`src/rtl/psram_sched_pkg.sv`:
```
package psram_sched_pkg;

  localparam int WAIT_W = 16;

  typedef enum logic [3:0] {
    ST_PWRWAIT,
    ST_DUMMY_LOW,
    ST_DUMMY_HIGH,
    ST_IDLE,
    ST_PRECH,
    ST_RF_LOW,
    ST_RF_RECOV,
    ST_GRANT,
    ST_POSTACC,
    ST_SELF_PRE,
    ST_SELF_LOW,
    ST_SELF_HOLD,
    ST_SELF_EXIT
  } sched_state_t;

  typedef struct packed {
    logic              loadWait;
    logic [WAIT_W-1:0] waitVal;
    logic              timerRun;
    logic              timerRestart;
    logic              setPending;
    logic              clearPending;
    logic              dummyInc;
  } sched_strobe_t;

endpackage

```
`src/rtl/psram_refresh_dp.sv`:
```
module psram_refresh_dp
  import psram_sched_pkg::*;
#(
  parameter int POWERUP_CYC      = 5000,
  parameter int INIT_CYCLES      = 8,
  parameter int REF_INTERVAL_CYC = 780
) (
  input  logic          clk,
  input  logic          rstN,
  input  sched_strobe_t strobes,
  output logic          waitDone,
  output logic          refreshPending,
  output logic          dummyLast
);

  localparam int REF_W = $clog2(REF_INTERVAL_CYC + 1);
  localparam int DUM_W = $clog2(INIT_CYCLES + 1);

  logic [WAIT_W-1:0] waitCnt;
  logic [REF_W-1:0]  refCnt;
  logic [DUM_W-1:0]  dummyCnt;
  logic              timerWrap;

  // General wait counter: loading N keeps waitDone low for N-1 cycles
  always_ff @(posedge clk) begin
    if (!rstN) begin
      waitCnt <= WAIT_W'(POWERUP_CYC - 1);
    end else if (strobes.loadWait) begin
      waitCnt <= strobes.waitVal - WAIT_W'(1);
    end else if (waitCnt != '0) begin
      waitCnt <= waitCnt - WAIT_W'(1);
    end
  end

  assign waitDone = (waitCnt == '0);

  // Distributed refresh interval timer
  assign timerWrap = strobes.timerRun && (refCnt == REF_W'(REF_INTERVAL_CYC - 1));

  always_ff @(posedge clk) begin
    if (!rstN) begin
      refCnt <= '0;
    end else if (!strobes.timerRun || strobes.timerRestart || timerWrap) begin
      refCnt <= '0;
    end else begin
      refCnt <= refCnt + REF_W'(1);
    end
  end

  // Pending refresh flag; a new due refresh wins over a clear in the same cycle
  always_ff @(posedge clk) begin
    if (!rstN) begin
      refreshPending <= 1'b0;
    end else if (timerWrap || strobes.setPending) begin
      refreshPending <= 1'b1;
    end else if (strobes.clearPending) begin
      refreshPending <= 1'b0;
    end
  end

  // Dummy cycle counter for the power-up train
  always_ff @(posedge clk) begin
    if (!rstN) begin
      dummyCnt <= '0;
    end else if (strobes.dummyInc) begin
      dummyCnt <= dummyCnt + DUM_W'(1);
    end
  end

  assign dummyLast = (dummyCnt == DUM_W'(INIT_CYCLES - 1));

endmodule

```
`src/rtl/psram_refresh_ctrl.sv`:
```
module psram_refresh_ctrl
  import psram_sched_pkg::*;
#(
  parameter int DUMMY_LOW_CYC  = 4,
  parameter int DUMMY_HIGH_CYC = 3,
  parameter int PRECH_CYC      = 2,
  parameter int AUTO_LOW_CYC   = 4,
  parameter int RECOV_CYC      = 2,
  parameter int CMD_DELAY_CYC  = 2,
  parameter int SELF_ENTER_CYC = 420,
  parameter int EXIT_CYC       = 31
) (
  input  logic          clk,
  input  logic          rstN,
  input  logic          lowPowerReq,
  input  logic          accessReq,
  input  logic          waitDone,
  input  logic          refreshPending,
  input  logic          dummyLast,
  output sched_strobe_t strobes,
  output logic          ceN,
  output logic          oeRfshN,
  output logic          ready,
  output logic          accessGrant,
  output logic          lowPowerAck,
  output logic          busy
);

  sched_state_t state, nextState;
  logic         inSelf;

  always_ff @(posedge clk) begin
    if (!rstN) state <= ST_PWRWAIT;
    else       state <= nextState;
  end

  assign ready  = !(state inside {ST_PWRWAIT, ST_DUMMY_LOW, ST_DUMMY_HIGH});
  assign inSelf = state inside {ST_SELF_PRE, ST_SELF_LOW, ST_SELF_HOLD, ST_SELF_EXIT};

  always_comb begin
    nextState        = state;
    strobes          = '0;
    strobes.timerRun = ready && !inSelf;
    unique case (state)
      ST_PWRWAIT: if (waitDone) begin
        nextState        = ST_DUMMY_LOW;
        strobes.loadWait = 1'b1;
        strobes.waitVal  = WAIT_W'(DUMMY_LOW_CYC);
      end
      ST_DUMMY_LOW: if (waitDone) begin
        nextState        = ST_DUMMY_HIGH;
        strobes.loadWait = 1'b1;
        strobes.waitVal  = WAIT_W'(DUMMY_HIGH_CYC);
      end
      ST_DUMMY_HIGH: if (waitDone) begin
        if (dummyLast) begin
          nextState = ST_IDLE;
        end else begin
          nextState        = ST_DUMMY_LOW;
          strobes.loadWait = 1'b1;
          strobes.waitVal  = WAIT_W'(DUMMY_LOW_CYC);
          strobes.dummyInc = 1'b1;
        end
      end
      ST_IDLE: begin
        if (refreshPending) begin
          nextState        = ST_PRECH;
          strobes.loadWait = 1'b1;
          strobes.waitVal  = WAIT_W'(PRECH_CYC);
        end else if (lowPowerReq) begin
          nextState        = ST_SELF_PRE;
          strobes.loadWait = 1'b1;
          strobes.waitVal  = WAIT_W'(PRECH_CYC);
        end else if (accessReq) begin
          nextState = ST_GRANT;
        end
      end
      ST_PRECH: if (waitDone) begin
        nextState            = ST_RF_LOW;
        strobes.loadWait     = 1'b1;
        strobes.waitVal      = WAIT_W'(AUTO_LOW_CYC);
        strobes.clearPending = 1'b1;
      end
      ST_RF_LOW: if (waitDone) begin
        nextState        = ST_RF_RECOV;
        strobes.loadWait = 1'b1;
        strobes.waitVal  = WAIT_W'(RECOV_CYC);
      end
      ST_RF_RECOV: if (waitDone) nextState = ST_IDLE;
      ST_GRANT: if (!accessReq) begin
        nextState        = ST_POSTACC;
        strobes.loadWait = 1'b1;
        strobes.waitVal  = WAIT_W'(CMD_DELAY_CYC);
      end
      ST_POSTACC: if (waitDone) nextState = ST_IDLE;
      ST_SELF_PRE: if (waitDone) begin
        nextState        = ST_SELF_LOW;
        strobes.loadWait = 1'b1;
        strobes.waitVal  = WAIT_W'(SELF_ENTER_CYC);
      end
      ST_SELF_LOW: if (waitDone) nextState = ST_SELF_HOLD;
      ST_SELF_HOLD: if (!lowPowerReq) begin
        nextState        = ST_SELF_EXIT;
        strobes.loadWait = 1'b1;
        strobes.waitVal  = WAIT_W'(EXIT_CYC);
      end
      ST_SELF_EXIT: if (waitDone) begin
        nextState            = ST_IDLE;
        strobes.setPending   = 1'b1;
        strobes.timerRestart = 1'b1;
      end
      default: nextState = ST_IDLE;
    endcase
  end

  assign ceN         = (state != ST_DUMMY_LOW);
  assign oeRfshN     = !(state inside {ST_RF_LOW, ST_SELF_LOW, ST_SELF_HOLD});
  assign accessGrant = (state == ST_GRANT);
  assign lowPowerAck = (state == ST_SELF_HOLD);
  assign busy        = !(state inside {ST_IDLE, ST_GRANT});

  // the bus comes back one cycle after the sequencer lets go
  a_r6_grant_drop: assert property (@(posedge clk) disable iff (!rstN)
    (accessGrant && !accessReq) |=> !accessGrant);

endmodule

```
`src/rtl/psram_refresh_sched.sv`:
```
module psram_refresh_sched
  import psram_sched_pkg::*;
#(
  parameter int POWERUP_CYC      = 5000,
  parameter int INIT_CYCLES      = 8,
  parameter int DUMMY_LOW_CYC    = 4,
  parameter int DUMMY_HIGH_CYC   = 3,
  parameter int REF_INTERVAL_CYC = 780,
  parameter int PRECH_CYC        = 2,
  parameter int AUTO_LOW_CYC     = 4,
  parameter int RECOV_CYC        = 2,
  parameter int CMD_DELAY_CYC    = 2,
  parameter int SELF_ENTER_CYC   = 420,
  parameter int EXIT_CYC         = 31
) (
  input  logic clk,
  input  logic rstN,
  input  logic lowPowerReq,
  input  logic accessReq,
  output logic ceN,
  output logic oeRfshN,
  output logic accessGrant,
  output logic busy,
  output logic ready,
  output logic lowPowerAck
);

  sched_strobe_t strobes;
  logic          waitDone;
  logic          refreshPending;
  logic          dummyLast;

  psram_refresh_dp #(
    .POWERUP_CYC     (POWERUP_CYC),
    .INIT_CYCLES     (INIT_CYCLES),
    .REF_INTERVAL_CYC(REF_INTERVAL_CYC)
  ) u_dp (
    .clk           (clk),
    .rstN          (rstN),
    .strobes       (strobes),
    .waitDone      (waitDone),
    .refreshPending(refreshPending),
    .dummyLast     (dummyLast)
  );

  psram_refresh_ctrl #(
    .DUMMY_LOW_CYC (DUMMY_LOW_CYC),
    .DUMMY_HIGH_CYC(DUMMY_HIGH_CYC),
    .PRECH_CYC     (PRECH_CYC),
    .AUTO_LOW_CYC  (AUTO_LOW_CYC),
    .RECOV_CYC     (RECOV_CYC),
    .CMD_DELAY_CYC (CMD_DELAY_CYC),
    .SELF_ENTER_CYC(SELF_ENTER_CYC),
    .EXIT_CYC      (EXIT_CYC)
  ) u_ctrl (
    .clk           (clk),
    .rstN          (rstN),
    .lowPowerReq   (lowPowerReq),
    .accessReq     (accessReq),
    .waitDone      (waitDone),
    .refreshPending(refreshPending),
    .dummyLast     (dummyLast),
    .strobes       (strobes),
    .ceN           (ceN),
    .oeRfshN       (oeRfshN),
    .ready         (ready),
    .accessGrant   (accessGrant),
    .lowPowerAck   (lowPowerAck),
    .busy          (busy)
  );

  // Run-length counters watching the pins, for the timing properties below
  localparam int CHK_W = 16;
  logic [CHK_W-1:0] oeLowRun, oeHighRun, ceLowRun;
  logic             prevAck, exitArmed;

  always_ff @(posedge clk) begin
    if (!rstN) begin
      oeLowRun  <= '0;
      oeHighRun <= '0;
      ceLowRun  <= '0;
      prevAck   <= 1'b0;
      exitArmed <= 1'b0;
    end else begin
      prevAck   <= lowPowerAck;
      oeLowRun  <= oeRfshN ? '0 : ((oeLowRun == '1) ? oeLowRun : oeLowRun + CHK_W'(1));
      oeHighRun <= !oeRfshN ? '0 : ((oeHighRun == '1) ? oeHighRun : oeHighRun + CHK_W'(1));
      ceLowRun  <= ceN ? '0 : ((ceLowRun == '1) ? ceLowRun : ceLowRun + CHK_W'(1));
      if (prevAck && !lowPowerAck) exitArmed <= 1'b1;
      else if (!oeRfshN)           exitArmed <= 1'b0;
    end
  end

  // every dummy chip-enable pulse has the programmed width
  a_r2_dummy_width: assert property (@(posedge clk) disable iff (!rstN)
    $rose(ceN) |-> ceLowRun == CHK_W'(DUMMY_LOW_CYC));

  // no refresh-line low pulse is shorter than the minimum
  a_r4_pulse_min: assert property (@(posedge clk) disable iff (!rstN)
    $rose(oeRfshN) |-> oeLowRun >= CHK_W'(AUTO_LOW_CYC));

  // precharge high time ahead of each refresh-line fall
  a_r4_precharge: assert property (@(posedge clk) disable iff (!rstN)
    $fell(oeRfshN) |-> oeHighRun >= CHK_W'(PRECH_CYC));

  // the bus is only handed out once initialisation has finished
  a_r3_grant_after_ready: assert property (@(posedge clk) disable iff (!rstN)
    accessGrant |-> ready);

  // acknowledge only while the line is held low with chip enable high
  a_r8_ack_in_self: assert property (@(posedge clk) disable iff (!rstN)
    lowPowerAck |-> (!oeRfshN && ceN));

  // reset window after self refresh before the next fall
  a_r9_exit_window: assert property (@(posedge clk) disable iff (!rstN)
    ($fell(oeRfshN) && exitArmed) |-> oeHighRun >= CHK_W'(EXIT_CYC));

endmodule

```
`config.mk`:
```
export PLATFORM = sky130hd
export DESIGN_NAME = psram_refresh_sched
export DESIGN_NICKNAME = d
export VERILOG_FILES = /design/src/rtl/psram_sched_pkg.sv /design/src/rtl/psram_refresh_dp.sv /design/src/rtl/psram_refresh_ctrl.sv /design/src/rtl/psram_refresh_sched.sv
export SDC_FILE = /design/constraint.sdc
export NUM_CORES = 1
export LEC_CHECK = 0
export ABC_AREA = 1
export BUFFER_PORTS_ARGS = -buffer_cell sky130_fd_sc_hd__clkbuf_2
export CAP_MARGIN = 20
export CORE_UTILIZATION = 55
export CTS_CLUSTER_DIAMETER = 120
export DETAILED_ROUTE_END_ITERATION = 12
export MAX_ROUTING_LAYER = met4
export PLACE_DENSITY = 0.74
export SYNTH_ARGS = -nofsm -noshare
export SYNTH_HDL_FRONTEND = slang
export SYNTH_SLANG_ARGS = --single-unit
export TNS_END_PERCENT = 30
```
`constraint.sdc`:
```
create_clock -name clk -period 2.25 [get_ports clk]
set_input_delay 0.225 -clock clk [delete_from_list [all_inputs] [get_ports clk]]
set_output_delay 0.225 -clock clk [all_outputs]
set_load 0.02 [all_outputs]
```
==> impl_metrics.csv <==
group,metric,value,unit
outcome,status,"complete, no violations",
synth,synth_top_area_frac,0.309,
timing,finalSetupTns,0,ns
route,drtPass1Iterations,4,
route,drc_errors,0,
floorplanning,die_width,66.2,microns
clock_network,htree_num_levels,2,
synth,syn-num-nets,334,
route,routed_wl,5.37,mm
worst_hold_path,hp-class,"input pin to flip-flop",
global_routing,grt_overflow,0,
cells_and_area,fin_cells,413,
timing,fin_ws,0.129,ns
cells_and_area,final_core_util,0.720,
synth,post_synth_most_frequent_cells,"nand2_1 (57), nor2_1 (52), inv_1 (36), dfxtp_1 (35), nand3_1 (18)",
worst_setup_path,ff2ff_path_depth,16,
cells_and_area,n_fill_cell,318,
global_routing,first_global_vias,1947,
cells_and_area,regArea,711,sq um
placed_design,portBuffers,9,
synth,yosys_warnings,0,
floorplanning,die_y,66.2,microns
cells_and_area,antenna_cells,0,
synth,synth_area_leader_cell,"dfxtp_1",
synth,ys_seq_area_frac,0.309,
timing,fin_skew,0.00879,ns
floorplanning,die-area,4380,sq um
synth,synthAdderAreaFrac,0.0166,
worst_setup_path,cp_cell_sequence,"or2_1, nor2_1, nand3_2, nand2_2, nor2_4, buf_6, nand3_2, nand2_2, inv_2, nand2_2, nor2_2, nand2_2, nor2_4, nand2_1, nand2_1, nor2_1",
timing,hold_viol,0,
cells_and_area,drive_above_1_share,0.337,
clock_network,hold_buffers,0,
placed_design,dp_cells,400,
global_routing,grt_usage,0.261,
placed_design,dpl.hpwl,3.83,mm
route,ant_nets,0,
timing,relSlewSlack,0.618,
global_routing,grtUsageMet3,0.0517,
global_routing,top_usage_layer,"met2",
pwr,ir_worst_vdd,0.380,mV
worst_setup_path,critPathSlowestCell,"dfxtp_2",
synth,synth_top_family_by_area,"simple AND/OR/NAND/NOR gates",
worst_setup_path,critical_path_class,"flip-flop to flip-flop",
placed_design,place_ws,0.0525,ns
worst_setup_path,end_kind,"flip-flop",
worst_setup_path,critPathMostFrequentCell,"nand2_2",
worst_setup_path,cp-start-kind,"flip-flop",
clock_network,insertion_delay,0.30,ns
floorplanning,placement_rows,22,
global_routing,grt_pass1_wl,8.33,mm
global_routing,met2_usage,0.404,
synth,synthMuxAreaShare,0,
placed_design,gp_congestion,0.924,
route,drt_iter0_drc,144,
floorplanning,core_region_area,3800,sq um
synth,syn-instance-count,327,
route,wl_per_cell,13.0,microns
pwr,power,1.15,mW
global_routing,antenna_found_initial,0,
clock_network,numCtsBuffers,5,
timing,worst_pin_slew,0.568,ns
cells_and_area,multiInputGateArea,1460,sq um
floorplanning,ioPinCount,10,
worst_setup_path,r2r_setup_slack,0.13,ns
worst_setup_path,crit_required,2.44,ns
worst_setup_path,crit_arrival,2.31,ns
synth,ys_ff_latch,35,
timing,min_period,2.12,ns
worst_setup_path,rr_endpoint,"u_dp.waitCnt[11]$_SDFFE_PN0P_",
synth,synth_edf_count,0,
synth,synth.most_common_cell,"nand2_1",
synth,ys_types,41,
route,via_per_inst,5.40,
synth,synth_xor_area_frac,0.0270,
timing,layout_worst_path_cycle_share,0.943,
worst_setup_path,crit_path_max_fanout,7,
worst_setup_path,rr_startpoint,"u_ctrl.state[0]$_SDFFE_PN0P_",
synth,async_flop_share,0,
synth,synth_compound_area_frac,0.0988,
timing,setup_viol,0,
timing,drv_slew,0,
floorplanning,initial_core_util,0.597,
route,vias,2232,
cells_and_area,nets,371,
pwr,p_leak,1.21,nW
clock_network,cts_tree,"done",
global_routing,grt_use_met1,0.338,
worst_setup_path,slowest_delay,0.37,ns
synth,synthTopCellsByArea,"dfxtp_1 (31%), nand2_1 (9.4%), nor2_1 (8.6%)",
synth,ys.flop_type,"dfxtp_1",
clock_network,clkSinkCount,35,
pwr,power_density,421,nW/um^2
worst_setup_path,critPathLaunch,"u_ctrl.state[0]$_SDFFE_PN0P_",
cells_and_area,areaGrowthSynthToFinish,20.7,%
synth,synthSimpleGateAreaFrac,0.459,
synth,syn_area_per_cell,6.93,sq um
clock_network,cts_max_path_buffers,2,
timing,fmax,472,MHz
worst_setup_path,cp-endpoint,"u_dp.waitCnt[11]$_SDFFE_PN0P_",
global_routing,grt_max_degree,15,
run,drv_cap,0,
synth,syn_area,2270,sq um
clock_network,root_buffer,"clkbuf_8",
clock_network,clk_pin_slew,0.08,ns
## timing repair
item,in CTS,in global routing
setup buffers,0,5
gates resized for setup,0,37
setup endpoints to repair,0,12
## worst max-delay path, delay by kind of cell, from the launching register on
| family | cells | cell delay, ns |
|---|---|---|
| DFF | 1 | 0.37 |
| and+or+nand+nor | 14 | 1.41 |
| buffers and inverters | 2 | 0.24 |
## cells by family after synthesis
family / count (synthesis)
and+or+nand+nor: 195
buffers and inverters: 48
AOI/OAI and AO/OA: 39
DFF: 35
xor gates and xnor gates: 7
adders and majority gates: 3
## stage by stage
step           instance area [sq um]  hold WS [ns]
2_1_floorplan                   2270         0.440
3_3_place_gp                    2490         0.455
3_5_place_dp                    2490         0.459
4_1_cts                         2580         0.272
5_1_grt                         2740         0.286
6_report                        2740         0.265
## layout make-up
| type | instances | area share |
|---|---|---|
| Clock buffer | 5 | 0.0251 |
| Sequential cell | 35 | 0.260 |
| Clock inverter | 3 | 0.00732 |
| Inverter | 42 | 0.0576 |
| Multi-Input combinational cell | 244 | 0.534 |
| Timing Repair Buffer | 36 | 0.0947 |
| Tap cell | 48 | 0.0219 |
## registers in the layout, indices dropped and copies added (netlist names)
name,count
u_dp.dummyCnt,4
u_dp.refCnt,10
u_ctrl.state,4
u_dp.refreshPending,1
u_dp.waitCnt,16
## worst min-delay path by stage
stage	depth (start not counted)	start	slack [ns]	end
final	3	rstN	0.27	u_ctrl.state[1]$_SDFFE_PN0P_
after global routing	3	rstN	0.29	u_ctrl.state[1]$_SDFFE_PN0P_
after CTS	3	rstN	0.27	u_ctrl.state[1]$_SDFFE_PN0P_
after detailed placement	2	u_dp.dummyCnt[3]$_SDFFE_PN0P_	0.46	u_dp.dummyCnt[3]$_SDFFE_PN0P_
after global placement	2	u_dp.dummyCnt[3]$_SDFFE_PN0P_	0.45	u_dp.dummyCnt[3]$_SDFFE_PN0P_
after floorplan	2	u_dp.dummyCnt[3]$_SDFFE_PN0P_	0.44	u_dp.dummyCnt[3]$_SDFFE_PN0P_
## placed cells by master (no fill, tap or decap), types with 2 or more instances in the layout
cell type	instances
a21oi_1	12
a31oi_1	4
buf_4	24
buf_6	3
clkbuf_2	9
clkbuf_8	5
clkinvlp_4	2
dfxtp_1	29
dfxtp_2	5
ha_4	2
inv_1	36
inv_2	6
nand2_1	51
nand2_2	16
nand2_4	4
nand3_1	15
nand3_2	14
nand3_4	2
nand4_1	8
nor2_1	46
nor2_2	12
nor2_4	10
nor3_1	6
nor4_1	3
o21ai_0	12
o21ai_2	2
or2_2	2
xor2_1	6
## power breakdown
group / switching [mW] / internal (mW) / leakage, nW
Sequential: 0.00259 / 0.623 / 0.286
Clock: 0.246 / 0.215 / 0.0402
Combinational: 0.0387 / 0.0260 / 0.888
## layer usage
layer	vias up	wire, microns
met1	1023	2490
li1	1136	-
met4	0	89
met2	66	2520
met5	-	0
met3	7	279
Power figures use the tool's default switching activity.
